===== config.mk =====
export PLATFORM = sky130hd
export DESIGN_NAME = wdog_steer
export DESIGN_NICKNAME = d
export VERILOG_FILES = /design/src/rtl/wdog_pkg.sv /design/src/rtl/wdog_tick_div.sv /design/src/rtl/wdog_countdown.sv /design/src/rtl/wdog_rst_stretch.sv /design/src/rtl/wdog_steer.sv
export SDC_FILE = /design/constraint.sdc
export NUM_CORES = 1
export LEC_CHECK = 0
export CORE_MARGIN = 2
export CORE_UTILIZATION = 58
export DETAILED_ROUTE_END_ITERATION = 8
export GPL_ROUTABILITY_DRIVEN = 0
export PLACE_DENSITY_LB_ADDON = 0.12
export SLEW_MARGIN = 20
export SYNTH_ARGS = -nofsm -noshare
export SYNTH_HDL_FRONTEND = slang
export SYNTH_SLANG_ARGS = --single-unit

===== constraint.sdc =====
create_clock -name clk -period 2.2 [get_ports clk]
set_clock_uncertainty 0.05 [all_clocks]
set_input_delay 0.44 -clock clk [delete_from_list [all_inputs] [get_ports clk]]
set_output_delay 0.44 -clock clk [all_outputs]
set_load 0.05 [all_outputs]

===== src/rtl/wdog_pkg.sv =====
package wdog_pkg;
   localparam int RES_W  = 2;
   localparam int MULT_W = 5;
   localparam int CTL_W  = 1 + MULT_W + RES_W;
   // Largest interval is mult << (2 * (2**RES_W - 1)).
   localparam int CNT_W  = MULT_W + 2 * ((1 << RES_W) - 1);

   typedef struct packed {
      logic              steer;
      logic [MULT_W-1:0] mult;
      logic [RES_W-1:0]  res;
   } wdog_ctl_t;

   typedef enum logic [1:0] {
      REG_CTL  = 2'd0,
      REG_STAT = 2'd1,
      REG_AUX  = 2'd2,
      REG_NONE = 2'd3
   } wdog_reg_e;

   function automatic logic [CNT_W-1:0] ticks_of(input wdog_ctl_t c);
      logic [CNT_W-1:0] base;
      base = CNT_W'(c.mult);
      return base << (2 * c.res);
   endfunction
endpackage


===== src/rtl/wdog_tick_div.sv =====
module wdog_tick_div #(
   parameter int DIV = 15_625_000
) (
   input  logic clk,
   input  logic rst,
   input  logic restart,
   output logic tick
);
   localparam int PW = (DIV > 1) ? $clog2(DIV) : 1;

   generate
      if (DIV < 1) begin : g_bad
         $error("wdog_tick_div: DIV must be at least 1");
      end else if (DIV == 1) begin : g_pass
         assign tick = 1'b1;
      end else begin : g_cnt
         logic [PW-1:0] presc;
         always_ff @(posedge clk) begin
            if (rst || restart || tick) presc <= '0;
            else                        presc <= presc + 1'b1;
         end
         assign tick = (presc == PW'(DIV - 1));

         // a restart realigns the tick phase, so no tick right after it
         a_r2_tick_realign: assert property (@(posedge clk) disable iff (rst)
            restart |=> !tick);
      end
   endgenerate
endmodule


===== src/rtl/wdog_countdown.sv =====
module wdog_countdown
   import wdog_pkg::*;
(
   input  logic             clk,
   input  logic             rst,
   input  logic             load,
   input  logic [CNT_W-1:0] load_ticks,
   input  logic             tick,
   output logic             expire
);
   logic             armed;
   logic [CNT_W-1:0] remain;

   assign expire = armed && tick && (remain == CNT_W'(1)) && !load;

   always_ff @(posedge clk) begin
      if (rst) begin
         armed  <= 1'b0;
         remain <= '0;
      end else if (load) begin
         armed  <= (load_ticks != '0);
         remain <= load_ticks;
      end else if (armed && tick) begin
         remain <= remain - 1'b1;
         if (remain == CNT_W'(1)) armed <= 1'b0;
      end
   end

   // a zero interval never arms the counter
   a_r3_zero_idle: assert property (@(posedge clk) disable iff (rst)
      (load && load_ticks == '0) |=> !armed);
   // the counter stops after an expiry
   a_r7_stop_after: assert property (@(posedge clk) disable iff (rst)
      expire |=> !armed);
endmodule


===== src/rtl/wdog_rst_stretch.sv =====
module wdog_rst_stretch #(
   parameter int HOLD = 16
) (
   input  logic clk,
   input  logic rst,
   input  logic start,
   output logic rst_o
);
   localparam int HW = $clog2(HOLD + 1);
   logic [HW-1:0] left;

   generate
      if (HOLD < 1) begin : g_bad
         $error("wdog_rst_stretch: HOLD must be at least 1");
      end
   endgenerate

   always_ff @(posedge clk) begin
      if (rst)              left <= '0;
      else if (start)       left <= HW'(HOLD);
      else if (left != '0)  left <= left - 1'b1;
   end
   assign rst_o = (left != '0);

   // the reset output rises on the edge that starts it
   a_r8_start_high: assert property (@(posedge clk) disable iff (rst)
      start |=> rst_o);
   a_r8_hold_bound: assert property (@(posedge clk) disable iff (rst)
      rst_o |-> (left <= HW'(HOLD)));
endmodule


===== src/rtl/wdog_steer.sv =====
module wdog_steer
   import wdog_pkg::*;
#(
   parameter int TICK_DIV = 15_625_000,
   parameter int RST_HOLD = 16
) (
   input  logic       clk,
   input  logic       rst,
   input  logic       wr_en,
   input  logic       rd_en,
   input  logic [1:0] addr,
   input  logic [7:0] wdata,
   output logic [7:0] rdata,
   output logic       wd_timeout,
   output logic       wd_irq,
   output logic       sys_rst_o
);
   localparam int CENT_BIT = 6;

   generate
      if (CTL_W != 8) begin : g_bad_w
         $error("wdog_steer: control layout must fill one byte");
      end
   endgenerate

   wdog_ctl_t ctl_q;
   logic      flag_q, cent_q, irq_q;
   logic      ctl_wr, ctl_rd, load, tick, expire, hard_exp;
   wdog_ctl_t load_val;

   assign ctl_wr   = wr_en && (addr == REG_CTL);
   assign ctl_rd   = rd_en && (addr == REG_CTL) && !ctl_wr;
   assign load     = ctl_wr || ctl_rd;
   assign load_val = ctl_wr ? wdog_ctl_t'(wdata) : ctl_q;
   assign hard_exp = expire && ctl_q.steer;

   wdog_tick_div #(.DIV(TICK_DIV)) u_div (
      .clk(clk), .rst(rst), .restart(load), .tick(tick));

   wdog_countdown u_cnt (
      .clk(clk), .rst(rst), .load(load), .load_ticks(ticks_of(load_val)),
      .tick(tick), .expire(expire));

   wdog_rst_stretch #(.HOLD(RST_HOLD)) u_hold (
      .clk(clk), .rst(rst), .start(hard_exp), .rst_o(sys_rst_o));

   always_ff @(posedge clk) begin
      if (rst) begin
         ctl_q  <= '0;
         flag_q <= 1'b0;
         cent_q <= 1'b0;
         irq_q  <= 1'b0;
      end else begin
         irq_q <= 1'b0;
         if (wr_en && addr == REG_AUX) cent_q <= wdata[CENT_BIT];
         if (ctl_wr) begin
            ctl_q  <= wdog_ctl_t'(wdata);
            flag_q <= 1'b0;
         end else if (expire) begin
            flag_q <= 1'b1;
            if (ctl_q.steer) begin
               ctl_q  <= '0;
               cent_q <= 1'b0;
            end else begin
               irq_q <= 1'b1;
            end
         end
      end
   end

   always_comb begin
      rdata = 8'h00;
      case (wdog_reg_e'(addr))
         REG_CTL:  rdata = ctl_q;
         REG_STAT: rdata = {flag_q, 7'b0};
         REG_AUX:  rdata[CENT_BIT] = cent_q;
         default:  rdata = 8'h00;
      endcase
   end

   assign wd_timeout = flag_q;
   assign wd_irq     = irq_q;

   // a control write leaves the flag clear
   a_r4_wr_clears_flag: assert property (@(posedge clk) disable iff (rst)
      ctl_wr |=> !wd_timeout);
   // the flag is sticky until a control write
   a_r6_flag_sticky: assert property (@(posedge clk) disable iff (rst)
      (wd_timeout && !ctl_wr) |=> wd_timeout);
   // the interrupt is a single-cycle pulse
   a_r7_irq_single: assert property (@(posedge clk) disable iff (rst)
      wd_irq |=> !wd_irq);
   // a reset-mode expiry clears control and gives no interrupt
   a_r8_hard_clears: assert property (@(posedge clk) disable iff (rst)
      hard_exp |=> (ctl_q == '0 && !wd_irq && !cent_q));
endmodule


[After elaboration in Yosys (flattened, before gate mapping)]
Index checks and enable logic that the tools add are counted.
Operators by class
  bitwise operators: 1
  reductions and logical operators: 26
  add/subtract/negate cells: 3
  equality and inequality tests: 4
  muxes and demuxes: 19
  shifts and indexed selects: 1
Operators by type and width (count)
  adder 24 x 1 -> 24 bit (second input constant): 1
  equality test 24 bit (second input constant): 1
  two-way mux 11 bit: 2
  two-way mux 8 bit: 2
  two-way mux 7 bit: 2
  equality test 11 x 1 -> 1 bit (second input constant): 1
  nonzero test 11 bit: 1
  << shifter 5 x 3 -> 11 bit: 1
  subtractor 11 x 1 -> 11 bit (second input constant): 1
  two-way mux 5 bit: 2
  nonzero test 2 bit: 5
  logical AND 1 bit: 8
  two-way mux 1 bit: 8
  two-way mux 6 bit: 1
  nonzero test 5 bit: 1
  subtractor 5 x 1 -> 5 bit (second input constant): 1
  one-hot mux 1 bit (2 select lines): 2
  AND reduction 2 bit: 2
  OR reduction 2 bit: 2
  logical OR 1 bit: 3
  OR reduction 3 bit: 1
  equality test 2 x 1 -> 1 bit (second input constant): 1
  equality test 2 bit (second input constant): 1
  logical NOT 1 bit: 2
  2 further kinds: 2
Word-level totals
  output and inout port bits: 11
  register bits after elaboration: 52
  word-level logic and storage cells: 65

[Longest topological paths before layout]
Gate-level depths: netlist (run 1).
  word-level depth: 9
  gate-level depth with buffers: 7
  gate-level depth less buffers: 7

[Modules after synthesis]
From an unflattened synthesis (run 1), not the netlist that was laid out.
Second synthesis, totals
  cells, all modules: 350
  area total of the unflattened synthesis: 2972.9 um2
By module, submodules not included
  wdog_tick_div: instances 1, cells an instance 133, area each 1191.1 um2, seq. area each 480.5 um2
  wdog_steer: instances 1, cells an instance 109, area each 849.6 um2, seq. area each 220.2 um2
  wdog_countdown: instances 1, cells an instance 84, area each 709.4 um2, seq. area each 240.2 um2
  wdog_rst_stretch: instances 1, cells an instance 24, area each 222.7 um2, seq. area each 100.1 um2

[Worst setup path after synthesis (run 1)]
No wires, ideal clock.
  kind: input -> register
  start: input addr[1]
  end: register u_cnt.armed
  stages on the path: 5
  setup time: 0.130 ns
  path slack: 0.169 ns
  required time: 2.020 ns
  data arrival time: 1.851 ns
  buffers on the path: 1
  cells stage by stage: clkbuf_1 > nor3b_2 > mux2_2 > a2111oi_0 > a21oi_1
On the way
  cells in the longest elaborated chain, start to end: 7
  elaborated cells on any way between the ends: 13
  those cells by class: shift: 1; mux: 2; reduce/logical: 10
Ends and longest elaborated chain
  from (decl): line wdog_steer.sv:11  | input logic [1:0] addr,
  logical NOT 2 bit *: line wdog_steer.sv:31, wdog_steer.sv:32
  parallel branches: the longest is 6 deep, another holds << shifter 5 x 3 -> 11 bit
  to (signal assigned): line wdog_countdown.sv:21  | armed <= (load_ticks != '0);
  to (decl): line wdog_countdown.sv:11  | logic armed;
Mark *: on every way between the ends.
A chain may end at the register's enable or synchronous reset.

[Final worst setup path (run 1)]
  start: input addr[0]
  end: output rdata[3]
On the way
  cells in the longest elaborated chain, start to end: 2
Ends and longest elaborated chain
  logical NOT 2 bit: line wdog_steer.sv:73  | case (wdog_reg_e'(addr))
  two-way mux 6 bit: line wdog_steer.sv:73
  to (decl): line wdog_steer.sv:13  | output logic [7:0] rdata,
No other way between the ends.

==> results by group, run 1 <==
Status
  – Status: complete, no violations

Finish
  – Multi-input gate area: 0.00192 mm^2
  – Finished Core Util: 75.4%
  – Final net count: 441
  – Ant. Diodes: 0
  – Area grow syn2layout: 25.3%
  – Register Area: 0.00104 mm^2
  – Fill cells: 389
  – Layout cell share with drive strength beyond 1: 20.8%

Floorplan
  – Chip Width: 76.8 um
  – Io pins: 25
  – Initial Util: 60.2%
  – Core ar.: 0.00511 mm^2
  – Height of the die: 76.8 um
  – Die ar.: 0.00590 mm^2
  – Row count: 26

Drt
  – DRC: 0
  – Drt wl/cell: 16.0 um
  – Pre-antenna DRT Iters: 5
  – First DRT Iteration DRCs: 250
  – Drt total wl: 7.92 mm
  – Via density: 6.03
  – Via count: 2979
  – Detail Route Antenna Nets: 0

Clock network
  – Clock slew at reported path FFs: 100 ps
  – CTS tree: built
  – CTS Root Buffer Type: clkbuf_8
  – Clk buf depth: 2
  – Htree depth: 2
  – Clock sink count: 52
  – Num CTS Buffers: 5
  – Skew-Pair Late Insertion Delay: 310 ps

Hold path
  – Hold/Removal Path Class: flop to flop

Logic synthesis
  – Average cell area after synthesis: 8.52 um^2
  – Count of cell types in the netlist: 72
  – Ys flop type: dfxtp_1
  – Seq cells post-synth: 52
  – Post-Syn Instances: 361
  – Post-synth EDFFs: 0
  – Async SR Flop Fraction: 0%
  – Mapped cell area: 0.00307 mm^2
  – Sequential cell area fraction in the yosys report: 33.9%
  – Yosys warns: 0
  – Synthesized net count: 379

Global route
  – Grt total ovfl: 0
  – First-pass GRT wire length: 13.1 mm
  – Vias in the first global route: 2830
  – Largest net degree at the start of global routing: 23
  – All-layer global routing usage: 27.0%
  – Antenna violations before repair: 0

Power and ir drop
  – Pwr Density: 558 mW/mm^2
  – Lkg Pwr: 0.00148 uW
  – Pwr Total: 2150 uW
  – Maximum resistive drop on vdd: 0.000474 V

STA
  – Post-route setup TNS: 0 ps
  – Fin worst setup slack: 70.2 ps
  – Count of final setup violators: 0
  – F_max: 470 MHz
  – Post-route minimum period: 2130 ps
  – Tcrit/Tclk final: 96.8%
  – Slew margin rel.: 64.2%
  – Worst-Margin Slew: 536 ps
  – Fin. Hold Viols: 0
  – Max Slew Vio Count: 0
  – RSZ-0062 raised after global routing: no

Setup path
  – CP Cell Sequence: clkdlybuf4s50_1 > buf_4 > nor2_1 > buf_4 > and2_1 > buf_12
  – Critical path's top delay family: buffers and inverters
  – CP Capture Type: primary output
  – Critical Path Start Type: input port
  – Critical Path RT: 1710 ps
  – Buf/Inv on CP: 4
  – Top cell by count, worst path: buf_4
  – Worst Setup Path Type: input port to primary output
  – Slowest CP cell: clkdlybuf4s50_1
  – CP Max Fanout: 7
  – Crit path DAT: 1640 ps
  – CP peak stage delay: 550 ps

Flow run
  – Max_cap viols: 0

Place
  – IO Port Bufs: 24
  – Setup WS pre-CTS: -247 ps
  – DP HPWL: 5.95 mm
[layout make-up]
class	count	area share, %
clock buffer	7	2.24
tap	70	2.27
inverter	12	1.17
multi-input combinational	282	49.9
clock inverter	1	0.195
sequential	52	27.0
timing repair buffer	70	17.2
[metal layers]
metal  wire (um)  GRT usage [%]  vias to the layer above
met3         350           3.41                       29
met5           0              0                        -
met2        3990           48.1                      104
met1        3310           32.0                     1409
met4         268           13.1                        0
li1            -              -                     1437
[state kept, by name (all words and copies together), names as in the netlist]
name and cells:
u_cnt.remain 11, ctl_q 8, wd_timeout 1, wd_irq 1, u_cnt.armed 1, u_hold.left 5
u_div.g_cnt.presc 24, cent_q 1
[cells in the final DEF (no fill, tap or decap), types with 5 or more instances in the layout]
master	instances
buf_12	8
inv_1	12
xnor2_1	18
a21oi_1	14
and2_1	7
a22o_1	7
nor2_1	50
o21ai_0	8
nor4_1	6
clkbuf_8	6
nand4_1	9
and3_1	7
and4_1	5
mux2i_1	9
nand3_1	13
dfxtp_1	52
buf_4	47
nor3_1	12
xor2_1	14
clkdlybuf4s50_1	15
nand2_1	23
[synth_stat cells (all sizes together) (10+ instances only)]
| cell | n | area, um^2 |
|---|---|---|
| inv | 12 | 45.0 |
| nor3 | 13 | 70.1 |
| a21oi | 15 | 75.1 |
| nor2 | 50 | 188 |
| xor2 | 14 | 123 |
| xnor2 | 18 | 158 |
| nand2 | 23 | 86.3 |
| clkbuf | 12 | 65.1 |
| nand3 | 14 | 82.6 |
| nand4 | 10 | 68.8 |
| dfxtp | 52 | 1040 |
[worst reg2reg max path: stages, from the launching register on]
cell and delay [ps]:
dfxtp_1 350, ha_1 200, nor3b_4 260, and4_4 270, nand3_4 100, or4b_1 490, a311oi_1 250
[metrics by stage]
stage          hold slack [ps]  std cells  area, um^2
2_1_floorplan              368        361        3070
3_3_place_gp               418        485        3740
3_5_place_dp               457        485        3740
4_1_cts                    474        493        3830
5_1_grt                    513        494        3850
6_report                   466        494        3850
[power by group]
part           internal [uW]  total (uW)  switching [uW]  leakage [uW]
registers                995        1050            51.7      0.000422
logic                    237         523             287       0.00101
clock network            257         578             321     0.0000445
[worst paths after layout]
check / from / endpoint / depth (start not counted) / slack (ps)
max: addr[0] / rdata[3] / 6 / 70
min: u_hold.left[4]$_SDFFE_PP0P_ / u_hold.left[4]$_SDFFE_PP0P_ / 2 / 470
max reg2reg: u_div.g_cnt.presc[1]$_SDFF_PP0_ / u_cnt.remain[5]$_SDFFE_PP0P_ / 6 / 160
min reg2reg: u_hold.left[4]$_SDFFE_PP0P_ / u_hold.left[4]$_SDFFE_PP0P_ / 2 / 470
[timing repair]
| action | 4_1_cts | 5_1_grt |
|---|---|---|
| endpoints found under the setup margin | 0 | 11 |
| gates resized for setup | 0 | 3 |
| setup buffers | 0 | 1 |
| hold buffers | 0 | 0 |
[cells by family (layout without fill, tap and decap cells)]
| logic type | Yosys count | after routing | synth area share [%] |
|---|---|---|---|
| AND/OR/NAND/NOR | 172 | 172 | 33.2 |
| AO/OA/AOI/OAI | 61 | 61 | 13.7 |
| flip-flops | 52 | 52 | 33.9 |
| XOR/XNOR | 32 | 32 | 9.12 |
| buffers and inverters | 27 | 90 | 4.11 |
| multiplexers | 13 | 13 | 4.40 |
| adder cells (fa/ha/maj) | 4 | 4 | 1.63 |
(Power assumes the default switching activity.)
==> inputs of run 2 (changes only) <==
--- a/config.mk
+++ b/config.mk
@@ -10,7 +10,9 @@
 export DETAILED_ROUTE_END_ITERATION = 8
 export GPL_ROUTABILITY_DRIVEN = 0
 export PLACE_DENSITY_LB_ADDON = 0.12
+export REMOVE_ABC_BUFFERS = 1
 export SLEW_MARGIN = 20
 export SYNTH_ARGS = -nofsm -noshare
 export SYNTH_HDL_FRONTEND = slang
+export SYNTH_HIERARCHICAL = 1
 export SYNTH_SLANG_ARGS = --single-unit
==> run 2 against run 1 <==
The run now ends with setup timing left. Critical path depth is 3 higher. Synthesized cell count is 3.0% lower. Die area is 3.1% lower. Fmax is 20% lower. Wire length is 25% higher. Clock power is 9.0% lower. Count of clock-buffer cells in the layout is 1 lower.
==> results by group, run 2 <==
Logic synthesis
  – Most common cell in the netlist: dfxtp_1
  – Post-synth EDFFs: 0
  – Post-synth top area share: 35.0%
  – Largest family of logic cells by synthesized area: simple AND/OR/NAND/NOR gates
  – Top cells by area, synth: dfxtp_1, nor2_1, a21oi_1
  – Post-Syn Instances: 350
  – Xor/xnor share of the synthesized area: 5.89%
  – Synth area leader: dfxtp_1
  – Synth top cells by count: dfxtp_1, nor2_1, nand2_1
  – Average cell area after synthesis: 8.49 um^2
  – Count of cell types in the netlist: 61
  – Sequential cell area fraction in the yosys report: 35.0%
  – Adder-cell share of the synthesized area: 2.10%
  – Yosys warns: 6
  – Async SR Flop Fraction: 0%
  – Mapped cell area: 0.00297 mm^2
  – Post-synthesis simple-gate area fraction: 32.9%
  – Compound-cell area share of the yosys netlist: 15.1%
  – Ys flop type: dfxtp_1
  – Multiplexer area fraction after synthesis: 4.50%
  – Seq cells post-synth: 52

STA
  – Slew margin rel.: 65.1%
  – Post-route minimum period: 2650 ps
  – Worst-Margin Slew: 523 ps
  – F_max: 377 MHz
  – Tcrit/Tclk final: 121%
  – Fin. Hold Viols: 0
  – RSZ-0062 raised after global routing: yes
  – Count of final setup violators: 27
  – Fin worst setup slack: -452 ps
  – Max Slew Vio Count: 0

Clock network
  – Clock slew at reported path FFs: 90 ps
  – Htree depth: 2
  – Hold buffers post-CTS: 0
  – CTS Root Buffer Type: clkbuf_8
  – Skew-Pair Late Insertion Delay: 300 ps
  – Clock sink count: 52
  – Num CTS Buffers: 5
  – CTS tree: built
  – Clk buf depth: 2

Drt
  – Detail Route Antenna Nets: 0
  – First DRT Iteration DRCs: 354
  – Drt total wl: 9.87 mm
  – Via density: 6.35
  – Pre-antenna DRT Iters: 5
  – Drt wl/cell: 19.1 um
  – Via count: 3276
  – DRC: 0

Setup path
  – Critical Path RT: 2360 ps
  – Crit path DAT: 2810 ps
  – Worst Setup Path Type: flop to flop
  – CP Capture Type: flop
  – CP Max Fanout: 3
  – Critical Path Start Type: flop

Finish
  – Top flop regs: u_div/g_cnt.presc x24, u_cnt/remain x11, ctl_q x8
  – Finished Core Util: 87.6%
  – Area grow syn2layout: 47.6%
  – Most common cell after layout, fill and taps aside: buf_4
  – Final net count: 465
  – Layout cell share with drive strength beyond 1: 37.4%
  – Largest register FFs: 24
  – Largest Register: u_div/g_cnt.presc
  – Ant. Diodes: 0
  – Most frequent cells in the layout: buf_4, dfxtp_1, nor2_1, nand2_1, a21oi_1

Place
  – IO Port Bufs: 24
  – DP HPWL: 5.70 mm
  – Setup WS pre-CTS: -497 ps

Power and ir drop
  – Lkg Pwr: 0.00164 uW
  – Pwr Density: 507 mW/mm^2
  – Maximum resistive drop on vdd: 0.000406 V

Floorplan
  – Io pins: 25
  – Row count: 26
  – Die ar.: 0.00571 mm^2
  – Core ar.: 0.00501 mm^2
  – Initial Util: 59.3%
  – Chip Width: 75.6 um
  – Height of the die: 75.6 um

Global route
  – Vias in the first global route: 2962
  – Largest net degree at the start of global routing: 27
  – First-pass GRT wire length: 13.3 mm
  – Grt total ovfl: 0
  – All-layer global routing usage: 30.5%
  – Antenna violations before repair: 0

Flow run
  – Max_cap viols: 0

Status
  – Status: complete, but fails checks
  – Failing checks: setup timing

Hold path
  – Hold/Removal Path Class: flop to flop
==> run 2: changes by cell type after synthesis, moves of 5 or more <==
cell / before / now
a311oi_1: 1 / 7
or4_1: 1 / 10
buf_2: 1 / 6
nand3_1: 13 / 20
nor2_1: 50 / 41
xnor2_1: 18 / 12
xor2_1: 14 / 8
a21oi_1: 15 / 22
o31ai_1: 1 / 10
nand3b_1: 3 / 8
and3_1: 7 / 2
a22o_1: 7 / 0
nor3_1: 12 / 5
==> run 2: cell type report <==
class	count	area (um^2)
clock buffers	6	72.6
clock inverters	1	5.00
fillers	273	623
inverters	10	37.5
multi-input cells	269	2090
flip-flops and latches	52	1050
well taps	70	87.6
repair buffers	108	1040
==> run 2: timing repair <==
action | CTS | global route
endpoints found under the setup margin | 27 | 52
cloned | 0 | 3
pin swaps | 13 | 19
gates resized for setup | 35 | 35
buffers inserted | 12 | 5
==> run 2: cell families after synthesis <==
kind of cell,count (synthesis)
mux,13
xor+xnor,20
simple gates,168
compound gates,63
fa+ha+maj,5
flops,52
buf+inv,29
==> run 2: stage by stage <==
step	hold slack, ps	total power, uW	instances	instance area [um^2]	TNS [ps]
2_1_floorplan	392	1410	331	2880	-24440
3_3_place_gp	413	1600	495	3850	-8320
3_5_place_dp	438	1620	495	3850	-11040
4_1_cts	469	2160	513	4150	-7400
5_1_grt	496	2310	516	4390	-14200
6_report	483	2230	516	4390	-9240
==> run 2: critical path, stage by stage (launching register included) <==
cell,delay [ps]
dfxtp_2,360
nor4b_4,320
nand4_1,180
buf_4,180
nor4_4,290
buf_4,180
nand4bb_1,160
buf_4,190
or4_4,410
a311oi_2,240
==> run 2: worst paths after layout <==
path	endpoint	cells past startpoint	slack, ps	startpoint
worst max-delay path	u_cnt/remain[7]$_SDFFE_PP0P_	9	-450	u_div/g_cnt.presc[3]$_SDFF_PP0_
worst min-delay path	u_hold/left[4]$_SDFFE_PP0P_	2	480	u_hold/left[4]$_SDFFE_PP0P_
worst min register to register	u_hold/left[4]$_SDFFE_PP0P_	2	480	u_hold/left[4]$_SDFFE_PP0P_
worst max register to register	u_cnt/remain[7]$_SDFFE_PP0P_	9	-450	u_div/g_cnt.presc[3]$_SDFF_PP0_
==> run 2: routing by layer <==
layer / GRT usage [%] / part of all wire, %
met2: 58.0 / 54
met5: 0 / 0
met3: 3.97 / 3.8
met4: 11.5 / 3.4
met1: 34.4 / 39
==> run 2: power breakdown <==
part           leakage (uW)  switching, uW  internal (uW)
clock             0.0000410            309            217
combinational       0.00117            341            302
sequential         0.000424           57.6            998
==> inputs of run 3 (changes only) <==
--- a/config.mk
+++ b/config.mk
@@ -5,12 +5,15 @@
 export SDC_FILE = /design/constraint.sdc
 export NUM_CORES = 1
 export LEC_CHECK = 0
+export CELL_PAD_IN_SITES_DETAIL_PLACEMENT = 1
+export CELL_PAD_IN_SITES_GLOBAL_PLACEMENT = 1
 export CORE_MARGIN = 2
-export CORE_UTILIZATION = 58
+export CORE_UTILIZATION = 44
 export DETAILED_ROUTE_END_ITERATION = 8
 export GPL_ROUTABILITY_DRIVEN = 0
 export PLACE_DENSITY_LB_ADDON = 0.12
 export REMOVE_ABC_BUFFERS = 1
+export SETUP_SLACK_MARGIN = 0.05
 export SLEW_MARGIN = 20
 export SYNTH_ARGS = -nofsm -noshare
 export SYNTH_HDL_FRONTEND = slang
==> run 3 against run 2 <==
The flow still finishes with violations (setup timing). Cell area is 0.17% higher. Clock power up 14%. Final cell count is 1.6% higher. Via count rose by 4.2%. Fmax down 2.7%. Combinational power increased by 9.8%. Global-route usage decreased by 1.0 points. Sequential power about the same. Worst setup slack worse by 73 ps. Utilization decreased by 20 points.
==> results by group, run 3 (synthesis gave the netlist of run 2 again) <==
Status
  – Status: complete, but fails checks
  – Failing checks: setup timing

STA
  – Tcrit/Tclk final: 124%
  – RSZ-0062 raised after global routing: yes
  – Worst-Margin Slew: 598 ps
  – Max Slew Vio Count: 0
  – Fin. Hold Viols: 0
  – F_max: 367 MHz
  – Hold Slack: 489 ps
  – Fin worst setup slack: -525 ps
  – Post-route minimum period: 2720 ps
  – Slew margin rel.: 60.1%
  – Count of final setup violators: 29

Power and ir drop
  – NetSw: 799 uW
  – Lkg Pwr: 0.00167 uW
  – Combinational Power Share: 29.8%
  – Clock power share: 25.3%
  – Sw Share: 33.7%
  – Pwr Density: 540 mW/mm^2
  – Maximum resistive drop on vdd: 0.000375 V
  – Int Pwr: 1570 uW
  – Sequential power share: 44.9%

Drt
  – Pre-antenna DRT Iters: 5
  – Detail Route Antenna Nets: 0
  – Via density: 6.52
  – Via count: 3415
  – Drt total wl: 12.9 mm
  – DRC: 0
  – Drt wl/cell: 24.6 um
  – First DRT Iteration DRCs: 294

Finish
  – Final net count: 465
  – Ant. Diodes: 0
  – Most frequent cells in the layout: buf_4, dfxtp_1, nor2_1, nand2_1, a21oi_1
  – Largest register FFs: 24
  – Layout cell share with drive strength beyond 1: 38.7%
  – Final non-filler cell area: 0.00439 mm^2
  – Area grow syn2layout: 47.8%
  – Most common cell after layout, fill and taps aside: buf_4
  – Top flop regs: u_div/g_cnt.presc x24, u_cnt/remain x11, ctl_q x8
  – Largest Register: u_div/g_cnt.presc

Clock network
  – Clock slew at reported path FFs: 110 ps
  – Clk buf depth: 2
  – CTS Root Buffer Type: clkbuf_8
  – Clock sink count: 52
  – Hold buffers post-CTS: 0
  – Skew-Pair Late Insertion Delay: 320 ps
  – Num CTS Buffers: 5
  – Htree depth: 2
  – CTS tree: built

Floorplan
  – Die ar.: 0.00743 mm^2
  – Chip Width: 86.2 um
  – Initial Util: 46.0%
  – Height of the die: 86.2 um
  – Core ar.: 0.00646 mm^2
  – Row count: 29
  – Io pins: 25

Place
  – DP HPWL: 6.74 mm
  – IO Port Bufs: 24
  – Dpl cell area: 0.00386 mm^2

Setup path
  – CP Capture Type: flop
  – CP Max Fanout: 5
  – Crit path DAT: 2860 ps
  – Critical Path RT: 2340 ps
  – Critical Path Start Type: flop
  – Worst Setup Path Type: flop to flop
  – R2R setup slack: -520 ps

Global route
  – Vias in the first global route: 3273
  – Antenna violations before repair: 0
  – All-layer global routing usage: 29.5%
  – Largest net degree at the start of global routing: 19
  – First-pass GRT wire length: 17.3 mm
  – Grt total ovfl: 0

Hold path
  – Hold/Removal Path Class: flop to flop

Flow run
  – Max_cap viols: 0
run 3: area by class of cell:
class,instances,area (um^2)
clock buffers,5,68.8
inverters,10,37.5
well taps,77,96.3
flip-flops and latches,52,1050
fillers,709,2060
repair buffers,108,1030
multi-input cells,269,2090
clock inverters,3,26.3
run 3: path summary, 6_finish.rpt:
check,from,to,cells after the start
worst max-delay path,u_div/g_cnt.presc[1]$_SDFF_PP0_,u_cnt/remain[7]$_SDFFE_PP0P_,12
worst min-delay path,u_hold/left[4]$_SDFFE_PP0P_,u_hold/left[4]$_SDFFE_PP0P_,2
worst max register to register,u_div/g_cnt.presc[1]$_SDFF_PP0_,u_cnt/remain[7]$_SDFFE_PP0P_,12
worst min register to register,u_hold/left[4]$_SDFFE_PP0P_,u_hold/left[4]$_SDFFE_PP0P_,2
run 3: worst max-delay path: stages (launching register included):
cell	delay, ps
dfxtp_2	380
ha_4	140
nor4bb_4	210
buf_4	170
nand4_1	110
buf_4	180
nor4_4	180
buf_4	200
buf_12	100
nand4bb_4	140
buf_4	190
o31ai_1	380
a311oi_2	160
run 3: through the flow:
stage | util, % | std cells | TNS [ps] | total power [uW] | setup slack (ps)
5_1_grt | 68.0 | 524 | -13250 | 2460 | -629
6_report | 68.0 | 524 | -10250 | 2370 | -525
2_1_floorplan | - | 331 | -24440 | 1410 | -973
3_3_place_gp | 59.8 | 504 | -10030 | 1600 | -494
4_1_cts | 64.1 | 520 | -16600 | 2260 | -442
3_5_place_dp | 59.8 | 504 | -12980 | 1620 | -581
run 3: timing repair:
| action | in CTS | in global routing |
|---|---|---|
| cloned | 0 | 2 |
| setup buffers | 8 | 7 |
| resized for setup | 24 | 49 |
| endpoints found under the setup margin | 29 | 54 |
| pin swaps | 15 | 6 |
run 3: layer usage:
metal | global-route usage [%] | up-vias | share of wire, %
li1 | - | 1485 | -
met1 | 40.2 | 1688 | 41
met2 | 48.8 | 182 | 49
met3 | 3.62 | 60 | 5.9
met4 | 9.52 | 0 | 4.1
met5 | 0 | - | 0
run 3: power by group through the flow:
stage / registers (uW) / logic (uW) / clock network (uW)
floorplan: 1060 / 352 / 0
finish: 1070 / 706 / 602
CTS: 1050 / 597 / 604
global route: 1070 / 750 / 638
detailed placement: 1070 / 553 / 0
global placement: 1070 / 535 / 0
